### config.mk
export PLATFORM = sky130hd
export DESIGN_NAME = byte_host_port
export DESIGN_NICKNAME = d
export VERILOG_FILES = /design/src/rtl/bhp_pkg.sv /design/src/rtl/bhp_addr_reg.sv /design/src/rtl/bhp_byte_lanes.sv /design/src/rtl/bhp_ctrl_fsm.sv /design/src/rtl/byte_host_port.sv
export SDC_FILE = /design/constraint.sdc
export NUM_CORES = 1
export LEC_CHECK = 0
export BUFFER_PORTS_ARGS = -buffer_cell sky130_fd_sc_hd__buf_2
export CAP_MARGIN = 20
export CORE_ASPECT_RATIO = 1.25
export CORE_UTILIZATION = 35
export CTS_BUF_LIST = sky130_fd_sc_hd__clkbuf_2 sky130_fd_sc_hd__clkbuf_4 sky130_fd_sc_hd__clkbuf_8
export DETAILED_ROUTE_END_ITERATION = 12
export PLACE_DENSITY_LB_ADDON = 0.3
export SYNTH_ARGS = -nofsm -noshare
export SYNTH_HDL_FRONTEND = slang
export SYNTH_SLANG_ARGS = --single-unit
### constraint.sdc
create_clock -name clk -period 5.8 [get_ports clk]
set_input_delay 0.29 -clock clk [delete_from_list [all_inputs] [get_ports clk]]
set_output_delay 0.29 -clock clk [all_outputs]
set_load 0.01 [all_outputs]
### src/rtl/bhp_pkg.sv
package bhp_pkg;
    typedef enum logic [1:0] {
        ST_FETCH,
        ST_LATCH,
        ST_READY,
        ST_WRITE
    } port_state_t;
endpackage

### src/rtl/bhp_addr_reg.sv
module bhp_addr_reg #(
    parameter int ADDR_W = 13,
    parameter int BUS_W  = 8
) (
    input  logic              clk,
    input  logic              rst_n,
    input  logic              load_lo,
    input  logic              load_hi,
    input  logic              bump,
    input  logic [BUS_W-1:0]  din,
    output logic [ADDR_W-1:0] addr
);
    localparam int HI_W = ADDR_W - BUS_W;

    always_ff @(posedge clk) begin
        if (!rst_n) begin
            addr <= '0;
        end else if (load_lo) begin
            addr[BUS_W-1:0] <= din;
        end else if (load_hi) begin
            // only the bits that exist in the address are taken
            addr[ADDR_W-1:BUS_W] <= din[HI_W-1:0];
        end else if (bump) begin
            addr <= addr + {{(ADDR_W-1){1'b0}}, 1'b1};
        end
    end
endmodule

### src/rtl/bhp_byte_lanes.sv
module bhp_byte_lanes #(
    parameter int CNT_W = 24,
    parameter int BUS_W = 8
) (
    input  logic             clk,
    input  logic             rst_n,
    input  logic             clr_idx,
    input  logic             capture,
    input  logic             rd_step,
    input  logic             wr_step,
    input  logic [BUS_W-1:0] din,
    input  logic [CNT_W-1:0] rdata,
    output logic [BUS_W-1:0] rd_byte,
    output logic [CNT_W-1:0] wdata,
    output logic             at_last
);
    localparam int NB    = CNT_W / BUS_W;
    localparam int IDX_W = (NB > 1) ? $clog2(NB) : 1;
    localparam logic [IDX_W-1:0] LAST = IDX_W'(NB - 1);

    logic [IDX_W-1:0] idx;
    logic [BUS_W-1:0] hold_lane [NB];
    logic [BUS_W-1:0] asm_lane  [NB];

    assign at_last = (idx == LAST);
    assign rd_byte = hold_lane[idx];

    always_ff @(posedge clk) begin
        if (!rst_n || clr_idx) begin
            idx <= '0;
        end else if (rd_step || wr_step) begin
            idx <= at_last ? '0 : idx + {{(IDX_W-1){1'b0}}, 1'b1};
        end
    end

    for (genvar g = 0; g < NB; g++) begin : g_lane
        always_ff @(posedge clk) begin
            if (!rst_n) begin
                hold_lane[g] <= '0;
            end else if (capture) begin
                hold_lane[g] <= rdata[g*BUS_W +: BUS_W];
            end
        end

        always_ff @(posedge clk) begin
            if (!rst_n) begin
                asm_lane[g] <= '0;
            end else if (wr_step && idx == IDX_W'(g)) begin
                asm_lane[g] <= din;
            end
        end

        assign wdata[g*BUS_W +: BUS_W] = asm_lane[g];
    end
endmodule

### src/rtl/bhp_ctrl_fsm.sv
module bhp_ctrl_fsm
    import bhp_pkg::*;
(
    input  logic clk,
    input  logic rst_n,
    input  logic acq_own,
    input  logic reload,
    input  logic rd_wrap,
    input  logic wr_wrap,
    output logic busy,
    output logic capture,
    output logic bump,
    output logic mem_oe_n,
    output logic mem_rw
);
    port_state_t state, state_nx;

    always_ff @(posedge clk) begin
        if (!rst_n) begin
            state <= ST_FETCH;
        end else begin
            state <= state_nx;
        end
    end

    always_comb begin
        state_nx = state;
        unique case (state)
            ST_FETCH: if (!acq_own) state_nx = ST_LATCH;
            ST_LATCH: state_nx = ST_READY;
            ST_READY: begin
                if (reload || rd_wrap) begin
                    state_nx = ST_FETCH;
                end else if (wr_wrap) begin
                    state_nx = ST_WRITE;
                end
            end
            ST_WRITE: if (!acq_own) state_nx = ST_FETCH;
            default:  state_nx = ST_FETCH;
        endcase
    end

    assign busy = acq_own || (state != ST_READY);

    always_comb begin
        mem_oe_n = 1'b1;
        mem_rw   = 1'b0;
        capture  = 1'b0;
        bump     = 1'b0;
        unique case (state)
            ST_FETCH: mem_oe_n = acq_own;
            ST_LATCH: capture = 1'b1;
            ST_READY: bump = rd_wrap;
            ST_WRITE: begin
                if (!acq_own) begin
                    mem_oe_n = 1'b0;
                    mem_rw   = 1'b1;
                    bump     = 1'b1;
                end
            end
            default: ;
        endcase
    end
endmodule

### src/rtl/byte_host_port.sv
module byte_host_port #(
    parameter int ADDR_W = 13,
    parameter int CNT_W  = 24,
    parameter int BUS_W  = 8
) (
    input  logic              clk,
    input  logic              rst_n,
    input  logic              strobe,
    input  logic              rd_sel,
    input  logic              sel_lo,
    input  logic              sel_hi,
    input  logic              sel_data,
    input  logic [BUS_W-1:0]  host_din,
    output logic [BUS_W-1:0]  host_dout,
    output logic              host_doe,
    output logic              xcvr_dir,
    output logic              busy,
    input  logic              acq_own,
    output logic [ADDR_W-1:0] mem_addr,
    output logic [CNT_W-1:0]  mem_wdata,
    input  logic [CNT_W-1:0]  mem_rdata,
    output logic              mem_oe_n,
    output logic              mem_rw
);
    logic accept, load_lo, load_hi, reload;
    logic rd_step, wr_step, at_last;
    logic capture, bump;
    logic [BUS_W-1:0] rd_byte;

    assign accept   = strobe && !busy;
    assign load_lo  = accept && !rd_sel && sel_lo;
    assign load_hi  = accept && !rd_sel && sel_hi && !sel_lo;
    assign reload   = load_lo || load_hi;
    assign rd_step  = accept && rd_sel && sel_data;
    assign wr_step  = accept && !rd_sel && sel_data && !reload;

    assign host_doe  = rd_step;
    assign host_dout = rd_step ? rd_byte : '0;
    assign xcvr_dir  = rd_sel && (sel_lo || sel_hi || sel_data);

    bhp_addr_reg #(
        .ADDR_W (ADDR_W),
        .BUS_W  (BUS_W)
    ) u_addr (
        .clk     (clk),
        .rst_n   (rst_n),
        .load_lo (load_lo),
        .load_hi (load_hi),
        .bump    (bump),
        .din     (host_din),
        .addr    (mem_addr)
    );

    bhp_byte_lanes #(
        .CNT_W (CNT_W),
        .BUS_W (BUS_W)
    ) u_lanes (
        .clk     (clk),
        .rst_n   (rst_n),
        .clr_idx (reload),
        .capture (capture),
        .rd_step (rd_step),
        .wr_step (wr_step),
        .din     (host_din),
        .rdata   (mem_rdata),
        .rd_byte (rd_byte),
        .wdata   (mem_wdata),
        .at_last (at_last)
    );

    bhp_ctrl_fsm u_fsm (
        .clk      (clk),
        .rst_n    (rst_n),
        .acq_own  (acq_own),
        .reload   (reload),
        .rd_wrap  (rd_step && at_last),
        .wr_wrap  (wr_step && at_last),
        .busy     (busy),
        .capture  (capture),
        .bump     (bump),
        .mem_oe_n (mem_oe_n),
        .mem_rw   (mem_rw)
    );
endmodule

==> results summary, run 1 <==
The startpoint type of the worst setup path is a flop. The count of endpoints failing hold in the final timing report is 0. TritonCTS created 9 clock buffers. The number of distinct library cell variants in the gate-level netlist after synthesis came out at 49. The class of the tightest hold or removal check is input pin to flop. The stage delay of the slowest cell on the critical path came out at 370 ps. The remaining max-slew budget at the tightest pin is 0.253. Setup repair after global routing left no endpoint under its margin. For this block, the routed nets add up to 7440 um of wire. The starting density of the core came out at 0.368. The synthesized area is 0.00325 mm^2. The total global routing track utilization is 0.160. The cell type of the slowest stage on the worst timing path is sky130_fd_sc_hd__nand3_1.

The total of flip-flops plus latches after synthesis is between 60 and 70. Measured along the y axis, the die boundary spans approximately 110 um. The remaining number of nets flagged by the antenna check after routing came out at 0.

The number of post-CTS setup repair buffers came out at 0. The first global-routing pass estimated ~12000 um of wire. The average detailed-routed wire length per instance came out at 14.5 um. Among all flip-flop cells after synthesis, the most frequent one is sky130_fd_sc_hd__edfxtp_1. The horizontal extent of the die came out at just under 90 um. The sequential area share after synthesis is 0.560.

For this design the ratio of total power to cell area is approximately 280 mW/mm^2. In this run, synthesis inferred 48 flip-flops with an integrated enable. The clock latency on the worst-skew pair is roughly 350 ps. Synthesis produced a netlist with a net count of 341.

The maximum vdd ir drop is about 0.15 mV. The detailed router finished its first iteration with between 100 and 150 violations. The post-CTS resize count is 0. Clock-pin slew was measured on the worst setup and hold paths at approximately 70 ps. Before antenna repair, the detailed router went through 4 iterations. TritonCTS built the clock tree. The worst path setup slack after routing came out at between 3000 and 4000 ps. The critical path goes through inv_1, ha_1, and3b_1, nand3_1, nor2_1, buf_2. The arrival time reported for the critical path endpoint is 2190 ps. The static leakage came out at 1.76 nW. The setup skew after layout is around 12 ps. After synthesis, the share of flip-flops with an asynchronous set or reset is 0. The number of global-route vias before repair came to ~2300. The total die area is 0.00968 mm^2. The number of port buffers came out at between 80 and 90.

The initial antenna violation count is 0. The DRC violation count after routing is 0. The flow ran to the end, and the final reports show no timing, DRC or antenna violations. The pin count of the biggest net entering global routing came out at 43. The number of levels the H-tree was split into came out at 3. The last weighted congestion value of the routability-driven placer is between 0.7 and 0.8. The root buffer cell chosen for the clock tree is sky130_fd_sc_hd__clkbuf_8. The final setup violation count is 0.

The count of vias placed by the detailed router came out at ~2500. The required time of the worst setup path is 5510 ps. After global routing the overflow that remains totals 0.

The share of the synthesized area in the top cell type is 0.443. Setup slack on the worst reg-to-reg path comes out at around 3300 ps. The maximum fanout count along the critical path came out at 9. The final antenna diode count came out at 0.

The number of placement rows is 38. Hold repair after CTS inserted 0 buffers. The maximum clock insertion buffer count is 2. The boundary pin count came out at 90. The clock period could shrink to roughly 2500 ps. The sum of negative setup slack came out at 0 ps. The TritonCTS sink count is 67. The placeable core region came out at 0.00884 mm^2. The growth of design area from synthesis to finish is 24.0%. Dividing the final minimum period by the clock period gives 0.427. The actual transition at the worst max-transition pin came out at roughly 1100 ps.

Yosys attributes the largest share of cell area to sky130_fd_sc_hd__edfxtp_1 (44%), sky130_fd_sc_hd__dfxtp_1 (12%), sky130_fd_sc_hd__and2_1 (4.8%), sky130_fd_sc_hd__and3_1 (4.6%), sky130_fd_sc_hd__mux2i_1 (3.1%). The worst setup slack before clock tree synthesis is roughly 3300 ps. STA classifies the critical path endpoint as an output port. Synthesis produced 295 cells. The max-slew violation count came out at 0. The final layout contains 433 nets. Of all cell types, the one taking the most synthesized area is sky130_fd_sc_hd__edfxtp_1. The number of violations of the max-capacitance limit is 0. The number of warnings printed during yosys synthesis is 0.

The post-detailed-placement half-perimeter wirelength is between 5000 and 6000 um. The synthesized area per cell came out at 11.0 um^2. The maximum frequency from static timing analysis came out at approximately 400 MHz.

In the routed layout, each cell is associated on average with a via count of slightly below 5. The critical path is of the flop to output port type. The share of post-route cells with drive strength above 1 is 0.301.
registers in the layout (all words and copies together) (netlist names), named ones only:
register and count:
u_addr.addr 13, u_fsm.state 2, u_lanes.asm_lane 24, u_lanes.hold_lane 24
u_lanes.idx 2
final timing paths:
| check | startpoint | to | depth (start not counted) |
|---|---|---|---|
| setup / recovery | u_fsm.state[0]$_SDFFE_PN0P_ | host_dout[7] | 6 |
| setup reg to reg | u_fsm.state[0]$_SDFFE_PN0P_ | u_lanes.asm_lane[2][6]$_SDFFCE_PN0P_ | 5 |
| hold / removal | host_din[4] | u_addr.addr[12]$_SDFFE_PN0P_ | 3 |
| hold reg to reg | u_addr.addr[12]$_SDFFE_PN0P_ | u_addr.addr[12]$_SDFFE_PN0P_ | 2 |
placed cells by master (no fill, tap or decap), drive strengths merged, types with 2 or more instances in the layout:
cell type | netlist | layout
or2 | 2 | 2
nand2b | 4 | 4
nand2 | 16 | 16
nor3 | 8 | 8
nand3 | 7 | 7
and3 | 24 | 24
o21ai | 14 | 14
o211ai | 2 | 2
nor4b | 2 | 2
ha | 6 | 6
clkinv | 0 | 4
xnor2 | 6 | 6
a2bb2oi | 2 | 2
nand4 | 5 | 5
and4 | 2 | 2
inv | 8 | 8
o21a | 4 | 4
a21oi | 19 | 19
dfxtp | 19 | 19
clkbuf | 11 | 10
nand3b | 3 | 3
nor2 | 26 | 26
a21o | 2 | 2
buf | 0 | 92
edfxtp | 48 | 48
mux2i | 10 | 10
and2 | 25 | 25
a211oi | 2 | 2
logic make-up after synthesis:
group,after synthesis,synth area share
and+or+nand+nor,129,0.228
DFF,67,0.560
AOI/OAI and AO/OA,58,0.120
buffers and inverters,19,0.0219
muxes,10,0.0308
xor gates and xnor gates,6,0.0162
adders and majority gates,6,0.0231
cell type report:
| class | instances | area (um^2) |
|---|---|---|
| Sequential cell | 67 | 1820 |
| Multi-Input combinational cell | 209 | 1360 |
| Fill cell | 877 | 4810 |
| Clock buffer | 10 | 131 |
| Inverter | 8 | 30.0 |
| Clock inverter | 6 | 56.3 |
| Tap cell | 120 | 150 |
| Timing Repair Buffer | 92 | 485 |
through the flow:
stage	instance area (um^2)	hold slack (ps)	total power, mW	utilization	cells
6_report	4030	241	1.14	0.456	512
5_1_grt	4030	244	1.19	0.456	512
4_1_cts	4000	212	1.14	0.452	510
3_5_place_dp	3810	521	0.767	0.431	494
3_3_place_gp	3810	510	0.760	0.431	494
2_1_floorplan	3250	399	0.708	-	295
routing by layer:
| layer | GRT usage | wire length [um] | vias up |
|---|---|---|---|
| met1 | 0.204 | 3360 | 1192 |
| met5 | 0 | 0 | - |
| li1 | - | - | 1270 |
| met2 | 0.252 | 3650 | 68 |
| met3 | 0.0360 | 282 | 14 |
| met4 | 0.0818 | 159 | 0 |
Yosys cell counts (all sizes together) (2+ instances only):
| library cell | instances |
|---|---|
| edfxtp | 48 |
| nand2 | 16 |
| and2 | 25 |
| and4 | 2 |
| a21o | 2 |
| xnor2 | 6 |
| nor3 | 8 |
| nand2b | 4 |
| o211ai | 2 |
| nand4 | 5 |
| nor4b | 2 |
| inv | 8 |
| nand3 | 7 |
| a211oi | 2 |
| ha | 6 |
| o21a | 4 |
| o21ai | 14 |
| clkbuf | 11 |
| or2 | 2 |
| mux2i | 10 |
| a2bb2oi | 2 |
| a21oi | 19 |
| nor2 | 26 |
| dfxtp | 19 |
| and3 | 24 |
| nand3b | 3 |
report_power, final:
group / switching [mW] / total [mW] / internal (mW) / leakage, nW
Combinational: 0.0991 / 0.170 / 0.0713 / 1.00
Sequential: 0.0197 / 0.594 / 0.574 / 0.657
Clock: 0.175 / 0.374 / 0.199 / 0.0969
Total: 0.293 / 1.14 / 0.845 / 1.76
critical path: cells and delay by family (launching register included):
kind                       cells  cell delay, ps
buffers and inverters          2             290
adders and majority gates      1             290
DFF                            1             340
and+or+nand+nor                3             910
Note: power is estimated with default switching activity, not from simulation.
==> inputs of run 2 (changes only) <==
Settings changed: ABC_AREA set to 1.
Clock period 5.8 ns to 2.09 ns, I/O delays scaled along.
==> run 2 against run 1 <==
- combinational power rose to 2.6 times the previous value
- synthesized cell count rose by 38%
- largest cell class unchanged
- critical path type unchanged
- critical path depth rose by 2
- clock power rose to 2.7 times the previous value
- core utilization fell by 0.84 points
- worst hold slack got worse by 190 ps
- highest routed layer unchanged
- clock skew fell by 3.6 ps
- routed wire length rose by 6.5%
- non-clock buffer count did not move
- critical endpoint is now host_dout[0]
- clock-buffer cell count rose by 1
- area after synthesis rose by 3.5%
==> results summary, run 2 <==
The initial antenna violation count is 0. The met2 usage in global routing is 0.276. TritonCTS built the clock tree.

The static leakage came out at roughly 2 nW. The first-pass GRT wire length came out at 12700 um. The number of placement rows came out at 39.

The clock latency on the worst-skew pair came out at roughly 340 ps. The number of cells produced by synthesis came out at 406. The area taken by flip-flops and latches is between 0.0015 and 0.002 mm^2. The number of global-route vias before repair came to between 2000 and 3000. STA classifies the critical path endpoint as an output port.

The total of flip-flops plus latches after synthesis came out at 67. The growth of design area from synthesis to finish is 22.6%. The sum of negative setup slack is 0 ps. The shortest period the worst path allows came out at roughly 2000 ps. The remaining max-slew budget at the tightest pin came out at 0.620. The cell type of the slowest stage on the worst timing path is sky130_fd_sc_hd__dfxtp_1. The number of fill cells in the layout is between 900 and 1000. Entering global routing, the biggest net connects 25 pins. In the routed design, unresolved DRC markers number 0. The largest registers in the layout are u_lanes.asm_lane: 24 flops, u_lanes.hold_lane: 24 flops, u_addr.addr: 13 flops. The ratio of routed vias to standard cells is about 4.6.

The maximum vdd ir drop came out at roughly 0.33 mV. The number of placed cells counting well taps came out at 610. The number of port buffers came out at between 80 and 90. The share of post-route cells with drive strength above 1 is 0.247. The placed instances occupy a cell area of 0.00393 mm^2. The placeable core region came out at 0.00922 mm^2. The final total power is between 3 and 4 mW. The tool flagged a number of max-cap violations equal to 0.

Summing all non-filler instances in the final layout gives an area of roughly 0.0041 mm^2. The TritonCTS buffer count came out at 9. The number of post-CTS setup repair buffers is 0. The startpoint type of the worst setup path is a flop.

The predominant post-synthesis flop cell is sky130_fd_sc_hd__edfxtp_1. The maximum clock insertion buffer count is 2. For this configuration, the core starts out at a cell density of 0.365. The clock drives 67 sinks.

In the global route stage, overall resource usage came out at 0.163. The number of warnings printed during yosys synthesis is 0. In this run the critical register-to-register path is launched from u_fsm.state[0]$_SDFFE_PN0P_. The register clock-pin slew on the reported worst setup and hold paths came out at 70 ps. The global routing met3 resource utilization came out at 0.0355. The number of levels the H-tree was split into came out at 3. The sink of the worst hold path is u_lanes.hold_lane[0][6]$_SDFFCE_PN0P_. The flow ran to the end, and the final reports show no timing, DRC or antenna violations. The synthesized area per cell came out at 8.29 um^2. The required time of the worst setup path is 1990 ps.

The congestion estimate from routability-driven global placement came to between 0.8 and 0.9. For this run, asynchronously set or reset flops after synthesis account for 0. The mapped netlist covers about 0.0034 mm^2. The cell type with the largest total area after synthesis is sky130_fd_sc_hd__edfxtp_1. The clock tree root buffer cell is sky130_fd_sc_hd__clkbuf_8.

The number of detailed-routing iterations run before antenna repair is 4. The final non-filler cell total is 626. The cell with the most instances after synthesis is sky130_fd_sc_hd__nor2_1. The arrival time reported for the critical path endpoint is 1870 ps. The number of stages on the worst hold path is 3.

The met1 routing resource usage after global routing is 0.198. The commonest non-fill, non-tap cell in the layout is sky130_fd_sc_hd__buf_2. The final antenna diode count came out at 0. The total die area is between 0.01 and 0.015 mm^2.

The post-route fraction of the period consumed by the critical path came out at 0.944. The number of distinct library cell variants in the gate-level netlist after synthesis is 30. The routed wire length is between 7000 and 8000 um.

The first-iteration detailed-routing DRC count is roughly 180. The hold buffer count at cts is 0. The share of synthesized area in the top cell type comes to 0.428. The max-slew violation count is 0. The post-CTS resize count came out at 0. By area the synthesized netlist is led by sky130_fd_sc_hd__edfxtp_1 (43%), sky130_fd_sc_hd__dfxtp_1 (11%), sky130_fd_sc_hd__nor2_1 (9.8%), sky130_fd_sc_hd__inv_1 (7.5%), sky130_fd_sc_hd__nand2_1 (7.4%). The maximum frequency from static timing analysis came out at roughly 510 MHz.

Summed over all nets, the half-perimeter wirelength after detailed placement is approximately 5800 um. The share of the Yosys chip area taken by registers is 0.541. On the worst path, the slowest cell contributes a delay of 350 ps. The overall overflow remaining after global route came out at 0. The count of endpoints failing hold in the final timing report came out at 0. The largest delay contributor family on the critical path is buffers and inverters. Dividing the detail-routed wire length by the instance count gives 12.7 um. In the layout the commonest cells are sky130_fd_sc_hd__buf_2 (89), sky130_fd_sc_hd__nor2_1 (87), sky130_fd_sc_hd__nand2_1 (66), sky130_fd_sc_hd__inv_1 (66), sky130_fd_sc_hd__edfxtp_1 (48). In the final layout, the multi-input gates occupy about 0.0012 mm^2. The number of nets at the end of the flow is approximately 550.

The boundary pin count is 90. The floorplan step set the die width to between 80 and 90 um. The most utilized layer in the global route result is met2. The number of nets produced by synthesis came out at roughly 450.

Counting buffers and inverters, the worst setup path is 8 cells deep. The startpoint of the tightest hold check path is mem_rdata[6]. The setup check on the worst reg-to-reg path leaves a slack of about 190 ps. Across all layers, the routed design uses around 2900 vias.

The actual transition at the worst max-transition pin is roughly 570 ps. The height of the chip is around 110 um. By count the netlist is led by sky130_fd_sc_hd__nor2_1 (88), sky130_fd_sc_hd__inv_1 (67), sky130_fd_sc_hd__nand2_1 (66). The number of synthesized flops with an enable pin came out at between 40 and 50. The terminus of the critical flop-to-flop path is u_lanes.asm_lane[0][5]$_SDFFCE_PN0P_. The class of the tightest hold or removal check is input pin to flop. The setup skew after layout came out at between 8 and 9 ps. The remaining number of nets flagged by the antenna check after routing is 0. The number of cells on the worst reg-to-reg path is 8. The number of buffers and inverters on the critical path is 3.

The maximum fanout count along the critical path is 5. The areal power density over the cells came out at around 750 mW/mm^2. The critical path in this run is classified as flop to output port. The final setup violation count is 0. Walking the worst path, the cells encountered are inv_2, ha_1, nand3_4, nor2_4, clkbuf_4, o21ai_0, a21oi_1, buf_2.
## run 2: changes by cell type after synthesis, moves of 5 or more
cell	change
sky130_fd_sc_hd__a21oi_1	+6
sky130_fd_sc_hd__and2_1	-25
sky130_fd_sc_hd__and3_1	-24
sky130_fd_sc_hd__clkbuf_1	-6
sky130_fd_sc_hd__inv_1	+59
sky130_fd_sc_hd__mux2i_1	-10
sky130_fd_sc_hd__nand2_1	+50
sky130_fd_sc_hd__nand3_1	+18
sky130_fd_sc_hd__nor2_1	+62
sky130_fd_sc_hd__nor3_1	-7
sky130_fd_sc_hd__o21ai_0	+6
sky130_fd_sc_hd__o21ai_1	+5
sky130_fd_sc_hd__xnor2_1	-6
## run 2: how the worst max path moves through the flow
| stage | end | slack [ps] | start |
|---|---|---|---|
| 6_report | host_dout[0] | 120 | u_fsm.state[0]$_SDFFE_PN0P_ |
| 3_3_place_gp | u_lanes.asm_lane[0][5]$_SDFFCE_PN0P_ | 260 | u_fsm.state[0]$_SDFFE_PN0P_ |
| 5_1_grt | host_dout[6] | -10 | u_fsm.state[0]$_SDFFE_PN0P_ |
| 3_5_place_dp | u_lanes.asm_lane[0][7]$_SDFFCE_PN0P_ | 160 | u_fsm.state[0]$_SDFFE_PN0P_ |
| 2_1_floorplan | u_lanes.asm_lane[0][0]$_SDFFCE_PN0P_ | 390 | u_fsm.state[0]$_SDFFE_PN0P_ |
| 4_1_cts | host_dout[1] | 40 | u_fsm.state[0]$_SDFFE_PN0P_ |
## run 2: routing by layer
layer  part of all wire  vias up
li1                   -     1479
met1               0.44     1290
met2               0.48       87
met3              0.058       16
met4              0.022        0
met5                  0        -
## run 2: layout make-up
type,count,area share
sequential,67,0.441
inverter,70,0.0636
clock buffer,11,0.0336
timing repair buffer,92,0.113
tap,123,0.0373
multi-input combinational,259,0.301
clock inverter,4,0.0103
## run 2: logic make-up (layout without fill, tap and decap cells)
group | after synthesis | in the layout | share of synthesized area
flip-flops | 67 | 67 | 0.541
buffers and inverters | 80 | 177 | 0.0948
adder cells (fa/ha/maj) | 6 | 6 | 0.0223
AO/OA/AOI/OAI | 52 | 52 | 0.0795
XOR/XNOR | 1 | 1 | 0.00260
AND/OR/NAND/NOR | 200 | 200 | 0.260
## run 2: through the flow
stage	hold WS (ps)	setup slack, ps	util
floorplan	308	390	-
global placement	398	258	0.426
global route	59.3	-11.3	0.448
finish	51.7	117	0.448
detailed placement	407	164	0.426
CTS	38.0	44.9	0.445
## run 2: power by group
part	internal [mW]	switching [mW]	leakage [nW]
Sequential	1.59	0.0580	0.658
Clock	0.561	0.447	0.0951
Combinational	0.151	0.284	1.25
Total	2.30	0.789	2.00
## run 2: worst reg2reg max path: cells and delay by family (launching register included)
family	cells	cell delay, ps
buffers and inverters	2	220
and+or+nand+nor	5	770
adders and majority gates	1	230
DFF	1	350
